### config.mk
export PLATFORM = sky130hd
export DESIGN_NAME = wiper_bank
export DESIGN_NICKNAME = d
export VERILOG_FILES = /design/src/rtl/wiper_pkg.sv /design/src/rtl/wiper_cell.sv /design/src/rtl/tap_decoder.sv /design/src/rtl/pos_readback.sv /design/src/rtl/wiper_bank.sv
export SDC_FILE = /design/constraint.sdc
export NUM_CORES = 1
export LEC_CHECK = 0
export CAP_MARGIN = 0
export CORE_ASPECT_RATIO = 1.1
export CORE_MARGIN = 2
export CORE_UTILIZATION = 32
export CTS_BUF_LIST = sky130_fd_sc_hd__clkbuf_16
export DETAILED_ROUTE_END_ITERATION = 10
export DONT_BUFFER_PORTS = 1
export RECOVER_POWER = 50
export SYNTH_ARGS = -nofsm -noshare
export SYNTH_HDL_FRONTEND = slang
export SYNTH_SLANG_ARGS = --single-unit
### constraint.sdc
create_clock -name clk -period 3.2 [get_ports clk]
set_input_delay 0.64 -clock clk [delete_from_list [all_inputs] [get_ports clk]]
set_output_delay 0.64 -clock clk [all_outputs]
set_load 0.02 [all_outputs]
### src/rtl/wiper_pkg.sv
// Shared definitions for the wiper position bank.
// Assumes: the caller supplies one-bit strobes already qualified per pot.
package wiper_pkg;

    typedef enum logic [2:0] {
        UPD_HOLD,
        UPD_RECALL,
        UPD_WRITE,
        UPD_LOAD,
        UPD_UP,
        UPD_DOWN
    } upd_src_e;

    // Fixed priority: recall, write, load, then a single-direction step.
    function automatic upd_src_e pick_src(input logic recall, input logic wr,
                                          input logic ld, input logic up,
                                          input logic dn);
        if (recall)          return UPD_RECALL;
        else if (wr)         return UPD_WRITE;
        else if (ld)         return UPD_LOAD;
        else if (up && !dn)  return UPD_UP;
        else if (dn && !up)  return UPD_DOWN;
        else                 return UPD_HOLD;
    endfunction

endpackage

### src/rtl/wiper_cell.sv
// One pot's position counter: picks one update source per cycle by fixed
// priority and holds the result. Steps saturate at both ends.
// Assumes: strobes are already decoded to this pot by the caller.
module wiper_cell
    import wiper_pkg::*;
#(
    parameter int POS_W = 6
) (
    input  logic             clk,
    input  logic             rst_n,
    input  logic             recall_i,
    input  logic [POS_W-1:0] recall_val_i,
    input  logic             wr_hit_i,
    input  logic [POS_W-1:0] wr_val_i,
    input  logic             ld_hit_i,
    input  logic [POS_W-1:0] ld_val_i,
    input  logic             up_hit_i,
    input  logic             dn_hit_i,
    output logic [POS_W-1:0] pos_o
);
    localparam logic [POS_W-1:0] POS_MAX = {POS_W{1'b1}};
    localparam logic [POS_W-1:0] POS_MIN = '0;

    upd_src_e         src;
    logic [POS_W-1:0] pos_q;
    logic [POS_W-1:0] pos_d;

    // Select the winning source for this cycle.
    always_comb src = pick_src(recall_i, wr_hit_i, ld_hit_i, up_hit_i, dn_hit_i);

    // Form the next position, clamping steps at the range ends.
    always_comb begin
        pos_d = pos_q;
        unique case (src)
            UPD_RECALL: pos_d = recall_val_i;
            UPD_WRITE:  pos_d = wr_val_i;
            UPD_LOAD:   pos_d = ld_val_i;
            UPD_UP:     pos_d = (pos_q == POS_MAX) ? pos_q : pos_q + 1'b1;
            UPD_DOWN:   pos_d = (pos_q == POS_MIN) ? pos_q : pos_q - 1'b1;
            default:    pos_d = pos_q;
        endcase
    end

    // Position register with synchronous reset to the low terminal.
    always_ff @(posedge clk) begin
        if (!rst_n) pos_q <= '0;
        else        pos_q <= pos_d;
    end

    assign pos_o = pos_q;


    recall_load_chk: assert property (@(posedge clk) disable iff (!rst_n)
        recall_i |=> pos_o == $past(recall_val_i));


    write_wins_chk: assert property (@(posedge clk) disable iff (!rst_n)
        (!recall_i && wr_hit_i) |=> pos_o == $past(wr_val_i));


    load_wins_chk: assert property (@(posedge clk) disable iff (!rst_n)
        (!recall_i && !wr_hit_i && ld_hit_i) |=> pos_o == $past(ld_val_i));


    step_up_chk: assert property (@(posedge clk) disable iff (!rst_n)
        (!recall_i && !wr_hit_i && !ld_hit_i && up_hit_i && !dn_hit_i && pos_o != POS_MAX)
        |=> pos_o == $past(pos_o) + 1'b1);


    up_sat_chk: assert property (@(posedge clk) disable iff (!rst_n)
        (!recall_i && !wr_hit_i && !ld_hit_i && up_hit_i && !dn_hit_i && pos_o == POS_MAX)
        |=> pos_o == POS_MAX);


    down_sat_chk: assert property (@(posedge clk) disable iff (!rst_n)
        (!recall_i && !wr_hit_i && !ld_hit_i && dn_hit_i && !up_hit_i && pos_o == POS_MIN)
        |=> pos_o == POS_MIN);


    hold_chk: assert property (@(posedge clk) disable iff (!rst_n)
        (!recall_i && !wr_hit_i && !ld_hit_i && (up_hit_i == dn_hit_i)) |=> $stable(pos_o));

endmodule

### src/rtl/tap_decoder.sv
// Registered one-hot decode of a position into its tap-switch select.
// The register keeps decode glitches off the switch drivers.
// Assumes: the position input is a registered value.
module tap_decoder #(
    parameter int POS_W = 6,
    parameter int TAPS  = 1 << POS_W
) (
    input  logic             clk,
    input  logic             rst_n,
    input  logic [POS_W-1:0] pos_i,
    output logic [TAPS-1:0]  tap_o
);
    logic [TAPS-1:0] tap_q;

    // Decode and register; reset closes only the low-terminal switch.
    always_ff @(posedge clk) begin
        if (!rst_n) tap_q <= TAPS'(1);
        else        tap_q <= TAPS'(1) << pos_i;
    end

    assign tap_o = tap_q;


    one_switch_chk: assert property (@(posedge clk) disable iff (!rst_n)
        $countones(tap_o) == 1);


    tap_follows_chk: assert property (@(posedge clk) disable iff (!rst_n)
        1'b1 |=> tap_o[$past(pos_i)]);


    high_end_chk: assert property (@(posedge clk) disable iff (!rst_n)
        (pos_i == {POS_W{1'b1}}) |=> tap_o[TAPS-1]);

endmodule

### src/rtl/pos_readback.sv
// Combinational readback mux: returns the position of the selected pot.
// Assumes: positions are packed with pot 0 in the low bits.
module pos_readback #(
    parameter int NUM_POTS = 4,
    parameter int POS_W    = 6,
    parameter int SEL_W    = $clog2(NUM_POTS)
) (
    input  logic [NUM_POTS*POS_W-1:0] pos_i,
    input  logic [SEL_W-1:0]          sel_i,
    output logic [POS_W-1:0]          val_o
);
    // Pick the slice whose index matches the select.
    always_comb begin
        val_o = '0;
        for (int p = 0; p < NUM_POTS; p++) begin
            if (sel_i == SEL_W'(p)) val_o = pos_i[p*POS_W +: POS_W];
        end
    end


    readback_chk: assert final (val_o == pos_i[sel_i*POS_W +: POS_W] || $isunknown(sel_i));

endmodule

### src/rtl/wiper_bank.sv
// Bank of wiper position counters, one per pot, each with its own
// registered tap decode, plus a readback mux.
// Assumes: the caller supplies data-register contents on recall_val and ld_val.
module wiper_bank #(
    parameter int NUM_POTS = 4,
    parameter int POS_W    = 6,
    parameter int SEL_W    = $clog2(NUM_POTS),
    parameter int TAPS     = 1 << POS_W
) (
    input  logic                      clk,
    input  logic                      rst_n,
    input  logic                      recall_req,
    input  logic [NUM_POTS*POS_W-1:0] recall_val,
    input  logic                      wr_en,
    input  logic [SEL_W-1:0]          wr_pot,
    input  logic [POS_W-1:0]          wr_val,
    input  logic [NUM_POTS-1:0]       ld_mask,
    input  logic [NUM_POTS*POS_W-1:0] ld_val,
    input  logic                      step_up,
    input  logic                      step_down,
    input  logic [SEL_W-1:0]          step_pot,
    input  logic [SEL_W-1:0]          rd_pot,
    output logic [POS_W-1:0]          rd_val,
    output logic [NUM_POTS*POS_W-1:0] pos_o,
    output logic [NUM_POTS*TAPS-1:0]  tap_o
);
    for (genvar p = 0; p < NUM_POTS; p++) begin : g_pot
        logic wr_hit;
        logic up_hit;
        logic dn_hit;

        // Qualify the shared strobes for this pot.
        always_comb begin
            wr_hit = wr_en     && (wr_pot   == SEL_W'(p));
            up_hit = step_up   && (step_pot == SEL_W'(p));
            dn_hit = step_down && (step_pot == SEL_W'(p));
        end

        wiper_cell #(.POS_W(POS_W)) u_cell (
            .clk          (clk),
            .rst_n        (rst_n),
            .recall_i     (recall_req),
            .recall_val_i (recall_val[p*POS_W +: POS_W]),
            .wr_hit_i     (wr_hit),
            .wr_val_i     (wr_val),
            .ld_hit_i     (ld_mask[p]),
            .ld_val_i     (ld_val[p*POS_W +: POS_W]),
            .up_hit_i     (up_hit),
            .dn_hit_i     (dn_hit),
            .pos_o        (pos_o[p*POS_W +: POS_W])
        );

        tap_decoder #(.POS_W(POS_W), .TAPS(TAPS)) u_dec (
            .clk   (clk),
            .rst_n (rst_n),
            .pos_i (pos_o[p*POS_W +: POS_W]),
            .tap_o (tap_o[p*TAPS +: TAPS])
        );
    end

    pos_readback #(.NUM_POTS(NUM_POTS), .POS_W(POS_W), .SEL_W(SEL_W)) u_rd (
        .pos_i (pos_o),
        .sel_i (rd_pot),
        .val_o (rd_val)
    );


    write_isolation_chk: assert property (@(posedge clk) disable iff (!rst_n)
        (wr_en && !recall_req && ld_mask == '0 && !step_up && !step_down && wr_pot != '0)
        |=> $stable(pos_o[POS_W-1:0]));

endmodule

* Word level (Yosys, flattened, before mapping) *
Index checks and enable logic that the tools add are counted.

word-level totals
  register bits = 280
  word-level logic and storage cells = 140
  input bits = 70
  output and inout bits = 286

operators by class
  multiplexer cells = 36
  add/subtract/negate cells = 8
  equal/unequal tests = 41
  shift operators = 4
  reduce and logical (&&, ||, !) cells = 43

operator list
  kind                  count
  $shl 1x6->64 const A  4
  $pmux 6 s5            4
  $mux 6                12
  $mux 3                20
  $add 6x1->6 const B   4
  $eq 3x2->1 const B    8
  $eq 3x3->1 const B    8
  $eq 6x6->1 const B    4
  $logic_not 6->1       4
  $sub 6x1->6 const B   4
  $logic_and 1x1->1     20
  $reduce_bool 5->1     4
  $ne 2x2->1 const B    8
  $eq 2x2->1 const B    6
  $eq 3x1->1 const B    4
  $reduce_and 3->1      4
  $logic_not 1->1       8
  $eq 2x1->1 const B    3
  $logic_not 2->1       3

* Longest topological paths before layout *
  depth in word-level cells = 12
  depth in mapped cells = 12
  mapped depth without buffers = 12

* By module *
A second synthesis with hierarchy kept.

unflattened totals
  cell total of the unflattened synthesis = 1107
  area, all modules = 10930.5 µm²

by module, submodules not included
  module                             sequential area each (µm²)  instances  cells an instance  area each (µm²)
  tap_decoder                        1281.2                      4          166                1874.3
  wiper_cell at g_pot[1].u_cell ...  120.1                       3          106                799.5
  wiper_cell at g_pot[0].u_cell      120.1                       1          106                794.5
  pos_readback                       0.0                         1          7                  146.4
  wiper_bank                         0.0                         1          12                 93.8

* Worst setup path before layout *
Ideal clock, no wire load.

  kind = input -> register
  from = input step_pot[1]
  to = register g_pot[0].u_cell.pos_q[5]
  setup slack = -0.028 ns
  setup time = 0.123 ns
  path buffers = 0
  arrival = 3.105 ns
  required time = 3.077 ns
  stages on the path = 11
  cells stage by stage = nor2_1 -> and2_1 -> ha_1 -> or4_1 -> nor2_1 -> ha_1 -> a211oi_1 -> o21ai_0 -> and4_1 -> nor4_1 -> o21ai_0

on the way
  cells in the longest elaborated chain, start to end = 12
  elaborated cells between the ends (all ways) = 22
  those cells by class = eq/ne: 7; mux: 6; reduce/logical: 9

ends and longest elaborated chain
  element                                                    line                                source
  from (decl)                                                wiper_bank.sv:21                    input logic [SEL_W-1:0] step_pot,
  $logic_not 2->1 *                                          wiper_bank.sv:35, wiper_bank.sv:36
  $logic_and 1x1->1                                          wiper_bank.sv:35                    up_hit = step_up && (step_pot == SEL_W'(p));
  $logic_not 1->1                                            wiper_pkg.sv:22                     else if (dn && !up) return UPD_DOWN;
  $logic_and 1x1->1                                          wiper_pkg.sv:22
  $mux 3                                                     wiper_pkg.sv:22
  $mux 3 *                                                   wiper_pkg.sv:21                     else if (up && !dn) return UPD_UP;
  $mux 3 *                                                   wiper_pkg.sv:20                     else if (ld) return UPD_LOAD;
  $mux 3 *                                                   wiper_pkg.sv:19                     else if (wr) return UPD_WRITE;
  $mux 3 *                                                   wiper_pkg.sv:18                     if (recall) return UPD_RECALL;
  $eq 3x1->1 (tied with other cells)                         wiper_cell.sv:34                    unique case (src)
  $reduce_bool 5->1 (no line) or $ne 2x2->1 (tied branches)  --
  $reduce_and 3->1 (no line)                                 --
  to (signal assigned)                                       wiper_cell.sv:47                    else pos_q <= pos_d;
  to (decl)                                                  wiper_cell.sv:25                    logic [POS_W-1:0] pos_q;

Mark *: on every way between the ends. The rest lies on a longest branch, timed or not.
A chain may end at the register's enable or synchronous reset.

* Worst setup path in the final report *
Ends and elaborated chain as after synthesis.

==> flow_summary.json <==
{
  "cts_root_buffer": "sky130_fd_sc_hd__clkbuf_16",
  "average_wire_length_per_cell_after_detail_routing_um": 21.6,
  "worst-endpoint-arrival_ns": 3.15,
  "synth_top_area_frac": 0.570,
  "grt_first_pass_wirelength_mm": 47.5,
  "drt_wl_total_mm": 32.3,
  "reg_to_reg_critical_path_startpoint": "g_pot[1].u_cell.pos_o[2]$_SDFFE_PN0P_",
  "worstPathMaxFanout": 7,
  "cts.sink_count": 280,
  "timing.critical_path.slowest_cell_delay_ns": 0.56,
  "crit_path_top_delay_cell": "sky130_fd_sc_hd__or4_1",
  "synth_seq_cells": 280,
  "timing.slew.headroom": 0.202,
  "period_minus_slack_ns": 2.73,
  "seq_area_frac_synth": 0.570,
  "filler_cells": 3055,
  "hold_worst_slack_ns": 0.205,
  "numCtsBuffers": 28,
  "ratio_of_final_minimum_period_to_clock_period": 0.852,
  "worst_skew_pair.late_latency_ns": 0.55,
  "postCtsSetupRepairBufs": 0,
  "setup.worst_path.start_class": "input pin",
  "layout.cell_area.non_filler_sq_um": 11300,
  "synth_edf_count": 0,
  "drc": 0,
  "initial_core_util": 0.324,
  "first_global_vias": 7335,
  "worst_hold_path_type": "in -> reg",
  "regToRegEndpoint": "g_pot[1].u_cell.pos_o[5]$_SDFFE_PN0P_",
  "synth_cells": 1058,
  "worst_hold_path.num_cells": 1,
  "nets": 1151,
  "tightest_slew_ns": 1.20,
  "post_dp_cell_area_sq_um": 10300,
  "synth_area_leaders": "sky130_fd_sc_hd__dfxtp_1, sky130_fd_sc_hd__nor2_1, sky130_fd_sc_hd__nand2_1",
  "seq_area_sq_um": 5610,
  "cts-resized-gates": 0,
  "die_boundary_height_um": 188,
  "synth.cell_area_sq_um": 9840,
  "reg2reg_depth": 5,
  "power.static_leakage_uw": 0.00425,
  "clk_path_buf_depth": 3,
  "drv_cap": 0,
  "synth.yosys.warnings": 0,
  "syn-mean-instance-area_sq_um": 9.30,
  "clk_pin_slew_ns": 0.07,
  "tritoncts": "done",
  "end_kind": "flip-flop",
  "hpwl_after_detailed_placement_mm": 23.7,
  "critical_path_most_common_cell": "sky130_fd_sc_hd__o21ai_0",
  "drtIter0Drc": 407,
  "antenna_left": 0,
  "finalClockSkew_ns": 0.0139,
  "synthesis.nets": 1152,
  "power.ir.vdd_worst_mv": 0.458,
  "worst-endpoint-required_ns": 3.63,
  "critical_path.n_buffers_inverters": 1,
  "ctsHtreeMaxLevel": 1,
  "critPathKind": "in -> reg",
  "overflow_left_after_global_routing": 0,
  "final_layout_size_suffix_gt1_frac": 0.0927,
  "coreArea_sq_um": 30300,
  "hp-start": "rst_n",
  "multi_input_area_sq_um": 3930,
  "synth.cells.most_frequent": "sky130_fd_sc_hd__dfxtp_1, sky130_fd_sc_hd__nor2_1, sky130_fd_sc_hd__nand2_1",
  "cellPowerDensity_nw_per_um2": 685,
  "fmaxAchievable_mhz": 367,
  "post-synth-top-area-cell": "sky130_fd_sc_hd__dfxtp_1",
  "synthDistinctLibCells": 75,
  "post-place-cells": 1441,
  "final_slew_viol_count": 0,
  "num_rows": 67,
  "globalRouteTotalUtil": 0.193,
  "detailroute.via_count": 7666,
  "worst-r2r-setup-slack_ns": 0.65,
  "final_cells": 1494,
  "antenna_found_initial": 1,
  "post_drt_via_cell_ratio": 5.13,
  "critical-path-top-delay-family": "simple AND/OR/NAND/NOR gates",
  "run_status": "finished clean",
  "design.die.area_sq_um": 32200,
  "finalHoldViolations": 0,
  "cts_hold_buffers": 0,
  "report.final.setup_viol": 0,
  "synthMostInstantiatedCell": "sky130_fd_sc_hd__dfxtp_1",
  "drtPass1Iterations": 5,
  "grt_start_max_net_pins": 46,
  "routabilityCongestion": 0.904,
  "layout-area-overhead-vs-synth_pct": 14.7,
  "grt_setup_unrepaired": "false",
  "synthFlopType": "sky130_fd_sc_hd__dfxtp_1",
  "fraction_of_registers_with_async_set_or_reset_after_synthesis": 0,
  "io_pins": 356,
  "io_buffers": 0,
  "dieWidth_um": 171,
  "critical_path.cell_chain": "nor2_1 -> and2_1 -> ha_1 -> or4_1 -> nor2_2 -> buf_4 -> ha_1 -> o21ai_0 -> o21ai_0 -> and4_1 -> nor4_1 -> o21ai_0",
  "timing.hold.worst_endpoint": "g_pot[0].u_dec.tap_o[0]$_SDFF_PN1_"
}
## kinds of logic after synthesis
group                    Yosys count  synth area share
flip-flops                       280             0.570
multiplexers                      11            0.0195
XOR/XNOR                          11           0.00979
AND/OR/NAND/NOR                  510             0.238
adder cells (fa/ha/maj)           24            0.0336
buffers and inverters             76            0.0308
AO/OA/AOI/OAI                    146            0.0991
## registers in the layout, summed over array words and instances (netlist names)
| register | cells |
|---|---|
| g_pot.u_dec.tap_o | 256 |
| g_pot.u_cell.pos_o | 24 |
## cell usage in the layout, fill, tap and decap left out, drive strengths merged, types with 6 or more instances in the layout
cell type  count
nand2         79
a211oi        15
clkinv         9
nand4          8
inv           23
clkbuf        30
o21ai         34
nor4           9
o211ai         8
mux4           6
nand2b        13
and3           7
dfxtp        280
a21o           9
ha            20
a31oi         10
nand3         35
nor3          18
nand3b        13
or2           12
buf           29
nor2         271
xnor2          7
a21oi         29
nor2b         15
## power by group
part	internal [uW]	switching (uW)	leakage [uW]	total, uW
logic	218	437	0.00151	655
registers	3550	171	0.00226	3720
clock network	1980	1370	0.000481	3350
## cell type report
cell class / count / share of cell area
diodes: 1 / 0.000222
clock buffers: 29 / 0.0643
clock inverters: 23 / 0.0202
inverters: 15 / 0.00499
multi-input cells: 702 / 0.348
flip-flops and latches: 280 / 0.497
well taps: 414 / 0.0459
repair buffers: 30 / 0.0196
## per-layer routing
metal | GRT usage | part of all wire | vias up
met5 | 0 | 0 | -
met4 | 0.0544 | 0.020 | 0
met3 | 0.0555 | 0.089 | 45
met2 | 0.323 | 0.48 | 320
met1 | 0.241 | 0.41 | 3720
li1 | - | - | 3581
## stage by stage
stage	setup TNS, ns	total power, uW	util	worst slack, ns
CTS	0	7800	0.372	0.456
finish	0	7720	0.372	0.475
detailed placement	-0.0463	4460	0.341	-0.0463
floorplan	0	4230	-	0.0513
global route	0	8010	0.372	0.181
global placement	0	4450	0.341	0.0340
## worst max path at each step
| stage | cells past startpoint | to | startpoint |
|---|---|---|---|
| 2_1_floorplan | 11 | g_pot[0].u_cell.pos_o[5]$_SDFFE_PN0P_ | step_pot[1] |
| 3_3_place_gp | 12 | g_pot[0].u_cell.pos_o[5]$_SDFFE_PN0P_ | step_pot[1] |
| 3_5_place_dp | 12 | g_pot[0].u_cell.pos_o[5]$_SDFFE_PN0P_ | step_pot[1] |
| 4_1_cts | 1 | rd_val[1] | g_pot[0].u_cell.pos_o[1]$_SDFFE_PN0P_ |
| 5_1_grt | 11 | g_pot[0].u_cell.pos_o[5]$_SDFFE_PN0P_ | step_pot[1] |
| 6_report | 12 | g_pot[0].u_cell.pos_o[5]$_SDFFE_PN0P_ | step_pot[1] |
No activity file was read; power rests on OpenSTA's default activity.
